$ cat config.mk
export PLATFORM = sky130hd
export DESIGN_NAME = nand_async_bridge
export DESIGN_NICKNAME = d
export VERILOG_FILES = /design/src/rtl/nab_pkg.sv /design/src/rtl/nab_decode.sv /design/src/rtl/nab_regs.sv /design/src/rtl/nab_sequencer.sv /design/src/rtl/nand_async_bridge.sv
export SDC_FILE = /design/constraint.sdc
export NUM_CORES = 1
export LEC_CHECK = 0
export BUFFER_PORTS_ARGS = -buffer_cell sky130_fd_sc_hd__buf_4
export CAP_MARGIN = 20
export CORE_ASPECT_RATIO = 2
export CORE_MARGIN = 2
export CORE_UTILIZATION = 31
export CTS_BUF_LIST = sky130_fd_sc_hd__clkbuf_8
export CTS_CLUSTER_DIAMETER = 120
export DETAILED_ROUTE_END_ITERATION = 8
export HOLD_SLACK_MARGIN = 0.15
export PLACE_DENSITY = 0.54
export SLEW_MARGIN = 20
export SYNTH_ARGS = -nofsm -noshare
export SYNTH_HDL_FRONTEND = slang
export SYNTH_SLANG_ARGS = --single-unit
$ cat constraint.sdc
create_clock -name clk -period 2.4 [get_ports clk]
set_input_delay 0.12 -clock clk [delete_from_list [all_inputs] [get_ports clk]]
set_output_delay 0.12 -clock clk [all_outputs]
set_load 0.005 [all_outputs]
$ cat src/rtl/nab_pkg.sv
// Shared types and helpers for the NAND asynchronous bus bridge.
// Assumes a 32-bit timing word with write, read and turnaround fields.
package nab_pkg;

    typedef enum logic [2:0] {
        PH_IDLE,
        PH_SETUP,
        PH_STROBE,
        PH_HOLD,
        PH_TURN,
        PH_DONE
    } phase_t;

    // Phase lengths for one transfer direction, each encoding N+1 cycles.
    typedef struct packed {
        logic [3:0] setup;
        logic [5:0] strobe;
        logic [2:0] hold;
    } dir_timing_t;

    localparam int unsigned CNT_W = 6;

    // Pull the write or read phase fields out of the timing word.
    function automatic dir_timing_t pick_timing(input logic [31:0] tw, input logic is_write);
        dir_timing_t t;
        if (is_write) begin
            t.setup  = tw[29:26];
            t.strobe = tw[25:20];
            t.hold   = tw[19:17];
        end else begin
            t.setup  = tw[16:13];
            t.strobe = tw[12:7];
            t.hold   = tw[6:4];
        end
        return t;
    endfunction

    // Index of the final byte for a host access size code.
    function automatic logic [1:0] last_byte(input logic [1:0] size);
        case (size)
            2'd0:    return 2'd0;
            2'd1:    return 2'd1;
            2'd3:    return 2'd1;
            default: return 2'd3;
        endcase
    endfunction

endpackage

$ cat src/rtl/nab_decode.sv
// Address decoder: splits the host address into register selection and
// the flash latch/chip-enable controls. Purely combinational.
// Assumes command-latch priority over address-latch.
module nab_decode #(
    parameter int ADDR_W  = 16,
    parameter int ALE_BIT = 3,
    parameter int CLE_BIT = 4,
    parameter int CS2_BIT = 5
) (
    input  logic [ADDR_W-1:0] addr,
    output logic              is_reg,
    output logic [1:0]        reg_sel,
    output logic              cle,
    output logic              ale,
    output logic              sec_cs
);
    localparam int REG_BIT = ADDR_W - 1;

    logic unused_addr_bits;

    // Decode window, register index and latch requests.
    always_comb begin
        is_reg  = addr[REG_BIT];
        reg_sel = addr[3:2];
        cle     = addr[CLE_BIT];
        ale     = addr[ALE_BIT] & ~addr[CLE_BIT];
        sec_cs  = addr[CS2_BIT];
    end

    assign unused_addr_bits = ^addr;
endmodule

$ cat src/rtl/nab_regs.sv
// Register file: timing word, flash-mode control bits, synchronized
// ready/busy status. Writes happen when wr_en is high at a clock edge.
// Assumes nand_rdy is asynchronous to clk.
module nab_regs #(
    parameter int          CS_COUNT   = 4,
    parameter logic [31:0] TIMING_RST = 32'h0
) (
    input  logic                clk,
    input  logic                rst_n,
    input  logic                wr_en,
    input  logic [1:0]          sel,
    input  logic [31:0]         wr_data,
    input  logic                rdy_async,
    output logic [31:0]         timing_word,
    output logic [CS_COUNT-1:0] ctrl_bits,
    output logic [31:0]         rd_data
);
    logic rdy_meta;
    logic rdy_sync;
    logic unused_wr_bits;

    // Two-stage synchronizer for the shared ready/busy line.
    always_ff @(posedge clk) begin
        if (!rst_n) begin
            rdy_meta <= 1'b0;
            rdy_sync <= 1'b0;
        end else begin
            rdy_meta <= rdy_async;
            rdy_sync <= rdy_meta;
        end
    end

    // Writable timing and control registers.
    always_ff @(posedge clk) begin
        if (!rst_n) begin
            timing_word <= TIMING_RST;
            ctrl_bits   <= '0;
        end else if (wr_en) begin
            if (sel == 2'd0) timing_word <= wr_data;
            if (sel == 2'd1) ctrl_bits   <= wr_data[CS_COUNT-1:0];
        end
    end

    // Read multiplexer.
    always_comb begin
        case (sel)
            2'd0:    rd_data = timing_word;
            2'd1:    rd_data = {{(32-CS_COUNT){1'b0}}, ctrl_bits};
            2'd2:    rd_data = {31'b0, rdy_sync};
            default: rd_data = '0;
        endcase
    end

    assign unused_wr_bits = ^wr_data;
endmodule

$ cat src/rtl/nab_sequencer.sv
// Access sequencer: accepts one host request, then either completes a
// register access or runs setup/strobe/hold per byte plus a final
// turnaround on the flash bus. Outputs decode from registered state.
// Assumes the host holds its request steady until host_ready.
module nab_sequencer
    import nab_pkg::*;
(
    input  logic        clk,
    input  logic        rst_n,
    input  logic        host_req,
    input  logic        host_we,
    input  logic [1:0]  host_size,
    input  logic [31:0] host_wdata,
    input  logic        is_reg,
    input  logic        cle_req,
    input  logic        ale_req,
    input  logic        sec_req,
    input  logic        mode_on,
    input  logic [31:0] timing_word,
    input  logic [31:0] reg_rdata,
    input  logic [7:0]  nand_dq_in,
    output logic        reg_wr_en,
    output logic        host_ready,
    output logic [31:0] host_rdata,
    output logic        nand_ce_n,
    output logic        nand_ce2_n,
    output logic        nand_cle,
    output logic        nand_ale,
    output logic        nand_we_n,
    output logic        nand_re_n,
    output logic [7:0]  nand_dq_out,
    output logic        nand_dq_oe
);
    phase_t           state;
    logic [CNT_W-1:0] cnt;
    logic [1:0]       byte_idx;
    logic [1:0]       last_idx;
    logic             we_q, cle_q, ale_q, sec_q;
    logic [31:0]      wdata_q;
    logic [31:0]      rdata_q;
    logic             accept;
    logic             in_acc;
    dir_timing_t      acc_tmg;
    dir_timing_t      run_tmg;
    logic             unused_tw_bits;

    assign accept  = (state == PH_IDLE) && host_req;
    assign acc_tmg = pick_timing(timing_word, host_we);
    assign run_tmg = pick_timing(timing_word, we_q);
    assign reg_wr_en = accept && is_reg && host_we;

    // Phase state machine with per-phase down counter.
    always_ff @(posedge clk) begin
        if (!rst_n) begin
            state    <= PH_IDLE;
            cnt      <= '0;
            byte_idx <= '0;
            last_idx <= '0;
            we_q     <= 1'b0;
            cle_q    <= 1'b0;
            ale_q    <= 1'b0;
            sec_q    <= 1'b0;
            wdata_q  <= '0;
            rdata_q  <= '0;
        end else begin
            case (state)
                PH_IDLE: if (host_req) begin
                    we_q     <= host_we;
                    cle_q    <= cle_req;
                    ale_q    <= ale_req;
                    sec_q    <= sec_req;
                    wdata_q  <= host_wdata;
                    byte_idx <= '0;
                    last_idx <= last_byte(host_size);
                    if (is_reg) begin
                        rdata_q <= host_we ? 32'h0 : reg_rdata;
                        state   <= PH_DONE;
                    end else if (!mode_on) begin
                        rdata_q <= '0;
                        state   <= PH_DONE;
                    end else begin
                        rdata_q <= '0;
                        cnt     <= {2'b00, acc_tmg.setup};
                        state   <= PH_SETUP;
                    end
                end
                PH_SETUP: if (cnt == '0) begin
                    cnt   <= run_tmg.strobe;
                    state <= PH_STROBE;
                end else cnt <= cnt - 1'b1;
                PH_STROBE: if (cnt == '0) begin
                    if (!we_q) rdata_q[{byte_idx, 3'b000} +: 8] <= nand_dq_in;
                    cnt   <= {3'b000, run_tmg.hold};
                    state <= PH_HOLD;
                end else cnt <= cnt - 1'b1;
                PH_HOLD: if (cnt == '0) begin
                    if (byte_idx == last_idx) begin
                        cnt   <= {4'b0000, timing_word[3:2]};
                        state <= PH_TURN;
                    end else begin
                        byte_idx <= byte_idx + 1'b1;
                        cnt      <= {2'b00, run_tmg.setup};
                        state    <= PH_SETUP;
                    end
                end else cnt <= cnt - 1'b1;
                PH_TURN: if (cnt == '0) state <= PH_DONE;
                         else cnt <= cnt - 1'b1;
                PH_DONE: state <= PH_IDLE;
                default: state <= PH_IDLE;
            endcase
        end
    end

    // Bus pins decoded from the registered phase.
    always_comb begin
        in_acc      = (state == PH_SETUP) || (state == PH_STROBE) || (state == PH_HOLD);
        nand_ce_n   = !(in_acc && !sec_q);
        nand_ce2_n  = !(in_acc && sec_q);
        nand_cle    = in_acc && cle_q;
        nand_ale    = in_acc && ale_q;
        nand_we_n   = !((state == PH_STROBE) && we_q);
        nand_re_n   = !((state == PH_STROBE) && !we_q);
        nand_dq_oe  = in_acc && we_q;
        nand_dq_out = wdata_q[{byte_idx, 3'b000} +: 8];
        host_ready  = (state == PH_DONE);
        host_rdata  = rdata_q;
    end

    assign unused_tw_bits = ^{timing_word[31:30], timing_word[1:0]};
endmodule

$ cat src/rtl/nand_async_bridge.sv
// Top level: host port to 8-bit asynchronous NAND bus bridge.
// Joins the address decoder, register file and access sequencer.
// Assumes one bridge instance serves chip select CS_ID.
module nand_async_bridge #(
    parameter int          ADDR_W     = 16,
    parameter int          CS_COUNT   = 4,
    parameter int          CS_ID      = 0,
    parameter int          ALE_BIT    = 3,
    parameter int          CLE_BIT    = 4,
    parameter int          CS2_BIT    = 5,
    parameter logic [31:0] TIMING_RST = 32'h0
) (
    input  logic              clk,
    input  logic              rst_n,
    input  logic              host_req,
    input  logic              host_we,
    input  logic [ADDR_W-1:0] host_addr,
    input  logic [1:0]        host_size,
    input  logic [31:0]       host_wdata,
    output logic [31:0]       host_rdata,
    output logic              host_ready,
    output logic              nand_ce_n,
    output logic              nand_ce2_n,
    output logic              nand_cle,
    output logic              nand_ale,
    output logic              nand_we_n,
    output logic              nand_re_n,
    output logic [7:0]        nand_dq_out,
    output logic              nand_dq_oe,
    input  logic [7:0]        nand_dq_in,
    input  logic              nand_rdy
);
    logic                is_reg, cle_req, ale_req, sec_req;
    logic [1:0]          reg_sel;
    logic                reg_wr_en;
    logic [31:0]         timing_word, reg_rdata;
    logic [CS_COUNT-1:0] ctrl_bits;
    logic                mode_on;

    assign mode_on = ctrl_bits[CS_ID];

    nab_decode #(
        .ADDR_W(ADDR_W), .ALE_BIT(ALE_BIT), .CLE_BIT(CLE_BIT), .CS2_BIT(CS2_BIT)
    ) u_decode (
        .addr(host_addr), .is_reg(is_reg), .reg_sel(reg_sel),
        .cle(cle_req), .ale(ale_req), .sec_cs(sec_req)
    );

    nab_regs #(.CS_COUNT(CS_COUNT), .TIMING_RST(TIMING_RST)) u_regs (
        .clk(clk), .rst_n(rst_n), .wr_en(reg_wr_en), .sel(reg_sel),
        .wr_data(host_wdata), .rdy_async(nand_rdy), .timing_word(timing_word),
        .ctrl_bits(ctrl_bits), .rd_data(reg_rdata)
    );

    nab_sequencer u_seq (
        .clk(clk), .rst_n(rst_n), .host_req(host_req), .host_we(host_we),
        .host_size(host_size), .host_wdata(host_wdata), .is_reg(is_reg),
        .cle_req(cle_req), .ale_req(ale_req), .sec_req(sec_req), .mode_on(mode_on),
        .timing_word(timing_word), .reg_rdata(reg_rdata), .nand_dq_in(nand_dq_in),
        .reg_wr_en(reg_wr_en), .host_ready(host_ready), .host_rdata(host_rdata),
        .nand_ce_n(nand_ce_n), .nand_ce2_n(nand_ce2_n), .nand_cle(nand_cle),
        .nand_ale(nand_ale), .nand_we_n(nand_we_n), .nand_re_n(nand_re_n),
        .nand_dq_out(nand_dq_out), .nand_dq_oe(nand_dq_oe)
    );
endmodule

==> reports/metrics.csv <==
stage;metric;value;unit
cells_and_area;Antenna Cells;0;
synthesis;Post-synth EDFFs;0;
worst_setup_path;Worst setup SP type;flop;
worst_setup_path;Crit Path Class;reg -> reg;
clocking;H-tree lvl count;4;
timing;RSZ-0062 raised after global routing;false;
timing;relative max-transition margin;0.580;
worst_setup_path;CP cell instances;or4b_4 > buf_4 > nor3_1 > dlygate4sd3_1 > nor3_1;
synthesis;Netlist cell types;57;
timing;Layout Skew;0.0136;ns
global_routing;grt total ovfl;0;
floorplan;Row Count;70;
routing;via density per instance;5.21;
timing;FMAX;446;MHz
global_routing;largest net degree at the start of global routing;76;
synthesis;Synth Flop Type;dfxtp_1;
global_routing;initial antenna violation count;0;
routing;Iter 0 DRT Violations;228;
placement;GPL Wtd Cong;0.917;
run;MaxCap Viol Count;0;
timing;# setup viols final;0;
floorplan;Initial Utilization;0.313;
synthesis;Avg Inst Size Synth;8.44;um2
placement;pre-CTS setup slack;0.191;ns
worst_setup_path;RR Startpoint;u_seq.state[1];
clocking;CTS Sinks;119;
cells_and_area;layout cells sized above 1;0.242;
pwr;Power Total;8.13;mW
worst_setup_path;Critical Path Most Common Cell;nor3_1;
clocking;TritonCTS Buffers;17;
floorplan;chip width;99.7;um
worst_setup_path;CP peak stage delay;0.61;ns
cells_and_area;final net count;882;
synthesis;Yosys reg bits;119;
floorplan;floorplan die height;195;um
global_routing;aggregate global-route resource usage;0.205;
synthesis;Async SR Flop Fraction;0;
timing;Hold Slack;0.184;ns
worst_setup_path;Slowest cell on crit path;or4b_4;
synthesis;Synth Cell Area;0.00568;mm2
clocking;Post CTS Setup Buffer Count;0;
min_path;HP Start;host_req;
placement;Placement Cell Area;0.00670;mm2
synthesis;syn nets;741;
timing;Final WS setup;0.160;ns
clocking;insertion delay to the later sink of the worst-skew pair;0.46;ns
worst_setup_path;FF-to-FF setup slack;0.16;ns
timing;setup TNS;0;ns
placement;placed cells;960;
cells_and_area;Area Overhead vs Synth;34.4;%
cells_and_area;Non-Filler Instances;1043;
routing;WL final;19400;um
routing;Vias;5433;
timing;Final Hold Fails;0;
floorplan;Core Region;0.0181;mm2
pwr;VDD IR max;0.388;mV
placement;detailed placer's ending HPWL;14100;um
cells_and_area;Finished Cell Area;0.00763;mm2
worst_setup_path;reg2reg end;u_seq.last_idx[0];
run_status;status;complete, no violations;
pwr;PwrDens;1070;mW/mm2
synthesis;Synth Warn #;0;
timing;slew of the pin with the lowest slew margin;0.629;ns
routing;post-route antenna net violation count;0;
floorplan;die footprint;0.0195;mm2
min_path;hold-critical path endpoint;u_seq.cnt[0];
min_path;Hold WC Path Type;in -> reg;
clocking;Reg clk slew, reported paths;0.08;ns
timing;crit share post-route;0.933;
placement;Port Buffers;99;
timing;Final min period;2.24;ns
synthesis;sequential area share after synthesis;0.420;
cells_and_area;Finished Core Util;0.421;
worst_setup_path;worst-path fanout max;39;
clocking;clk buf depth;2;
routing;# DRC;0;
clocking;CTS tree;yes;
routing;routed wire length per instance;18.6;um
worst_setup_path;CP Data Arrival Time;2.57;ns
global_routing;vias in the first global route;5434;
worst_setup_path;Critical Path RT;2.73;ns
worst_setup_path;reg2reg path depth;5;
routing;First-pass DRT Iterations;5;
synthesis;Synth Instances;673;
timing;Final Max Tran Viols;0;
clocking;Root Buffer;clkbuf_8;
worst_setup_path;Crit. End Element;flop;
floorplan;# IOs;111;
global_routing;first-pass GRT wire length;30300;um
min_path;hold path depth;4;
pwr;Lkg Pwr;2.88;nW
## layout by cell type, fill, tap and decap left out, types with 3 or more instances in the layout
| cell | n |
|---|---|
| clkinv_4 | 3 |
| nand2b_1 | 5 |
| mux4_2 | 8 |
| a21oi_1 | 81 |
| buf_4 | 125 |
| a22oi_1 | 9 |
| a211oi_1 | 26 |
| bufinv_16 | 3 |
| nor3_1 | 7 |
| nand2_1 | 148 |
| o21ai_0 | 13 |
| inv_1 | 7 |
| and2_1 | 6 |
| a32oi_1 | 24 |
| buf_12 | 3 |
| nand3b_1 | 3 |
| dlygate4sd3_1 | 51 |
| mux2i_1 | 17 |
| nor2_1 | 52 |
| nand3_1 | 5 |
| o22ai_1 | 5 |
| nor3b_1 | 4 |
| clkbuf_8 | 19 |
| clkinv_2 | 4 |
| dfxtp_1 | 119 |
| a211oi_2 | 8 |
| o31ai_1 | 4 |
| or2_2 | 4 |
| nor2b_1 | 5 |
| mux2_2 | 10 |
| o21a_4 | 4 |
| ha_1 | 5 |
| xor2_1 | 4 |
## flip-flops by register name (all words and copies together) (netlist names), 2 cells and up
register / count
u_seq.last_idx: 2
u_seq.byte_idx: 2
u_seq.wdata_q: 32
u_seq.host_rdata: 32
u_regs.ctrl_bits: 4
u_seq.state: 3
u_seq.cnt: 6
u_regs.timing_word: 32
## logic make-up after synthesis
kind of cell | after synthesis | synth area share
buf+inv | 63 | 0.0496
xor+xnor | 4 | 0.00617
flops | 119 | 0.420
compound gates | 189 | 0.231
mux | 35 | 0.0815
fa+ha+maj | 5 | 0.0110
simple gates | 258 | 0.201
## cells in the mapped netlist (all sizes together) (3+ instances only)
master  number  share of area
a21oi       81          0.071
o31ai        4         0.0053
a211oi      34          0.052
nand2b       5         0.0055
nand2      148          0.098
nor2        53          0.035
o21a         5          0.012
clkbuf      42          0.028
mux2        10          0.020
and2         6         0.0066
mux2i       17          0.030
dfxtp      119           0.42
buf         15          0.018
xor2         4         0.0062
nor3b        4         0.0053
nor2b        5         0.0055
ha           5          0.011
nand3b       3         0.0040
a22oi        9          0.012
o22ai        5         0.0055
a32oi       24          0.037
nand3        5         0.0044
inv          5         0.0033
or2          4         0.0044
nor3         7         0.0062
o21ai       14          0.012
mux4         8          0.032
## metal layers
layer	vias to the layer above	wire, um	global-route usage
li1	2686	-	-
met1	2545	7320	0.221
met2	156	10500	0.371
met3	46	650	0.0304
met4	0	970	0.123
met5	-	0	0
## critical path, delay by kind of cell, from the launching register on
family | cells | cell delay (ns)
buffers and inverters | 2 | 0.86
and+or+nand+nor | 3 | 0.83
DFF | 1 | 0.41
## repair_timing
item,CTS,global route
endpoints found under the setup margin,0,1
hold buffers,51,0
endpoints found under the hold margin,109,0
gates resized for setup,0,1
## area by class of cell
class | instances | area [um2]
multi-input cells | 491 | 3030
fillers | 1809 | 10500
well taps | 216 | 270
clock inverters | 13 | 155
inverters | 6 | 23.8
flip-flops and latches | 119 | 2380
repair buffers | 179 | 1510
clock buffers | 19 | 262
## how the worst max path moves through the flow
stage	start	cells past startpoint	to
5_1_grt	u_seq.cnt[0]	8	u_seq.host_rdata[0]
3_5_place_dp	u_seq.cnt[0]	8	u_seq.host_rdata[0]
6_report	u_seq.state[1]	5	u_seq.last_idx[0]
4_1_cts	u_seq.state[1]	5	u_seq.last_idx[0]
2_1_floorplan	u_seq.cnt[0]	8	u_seq.byte_idx[0]
3_3_place_gp	u_seq.cnt[0]	8	u_seq.host_rdata[0]
## power by group
part | total (mW) | switching [mW] | internal, mW
clock network | 1.95 | 0.873 | 1.08
registers | 2.75 | 0.323 | 2.43
logic | 3.43 | 1.82 | 1.61
Power figures use the tool's default switching activity.
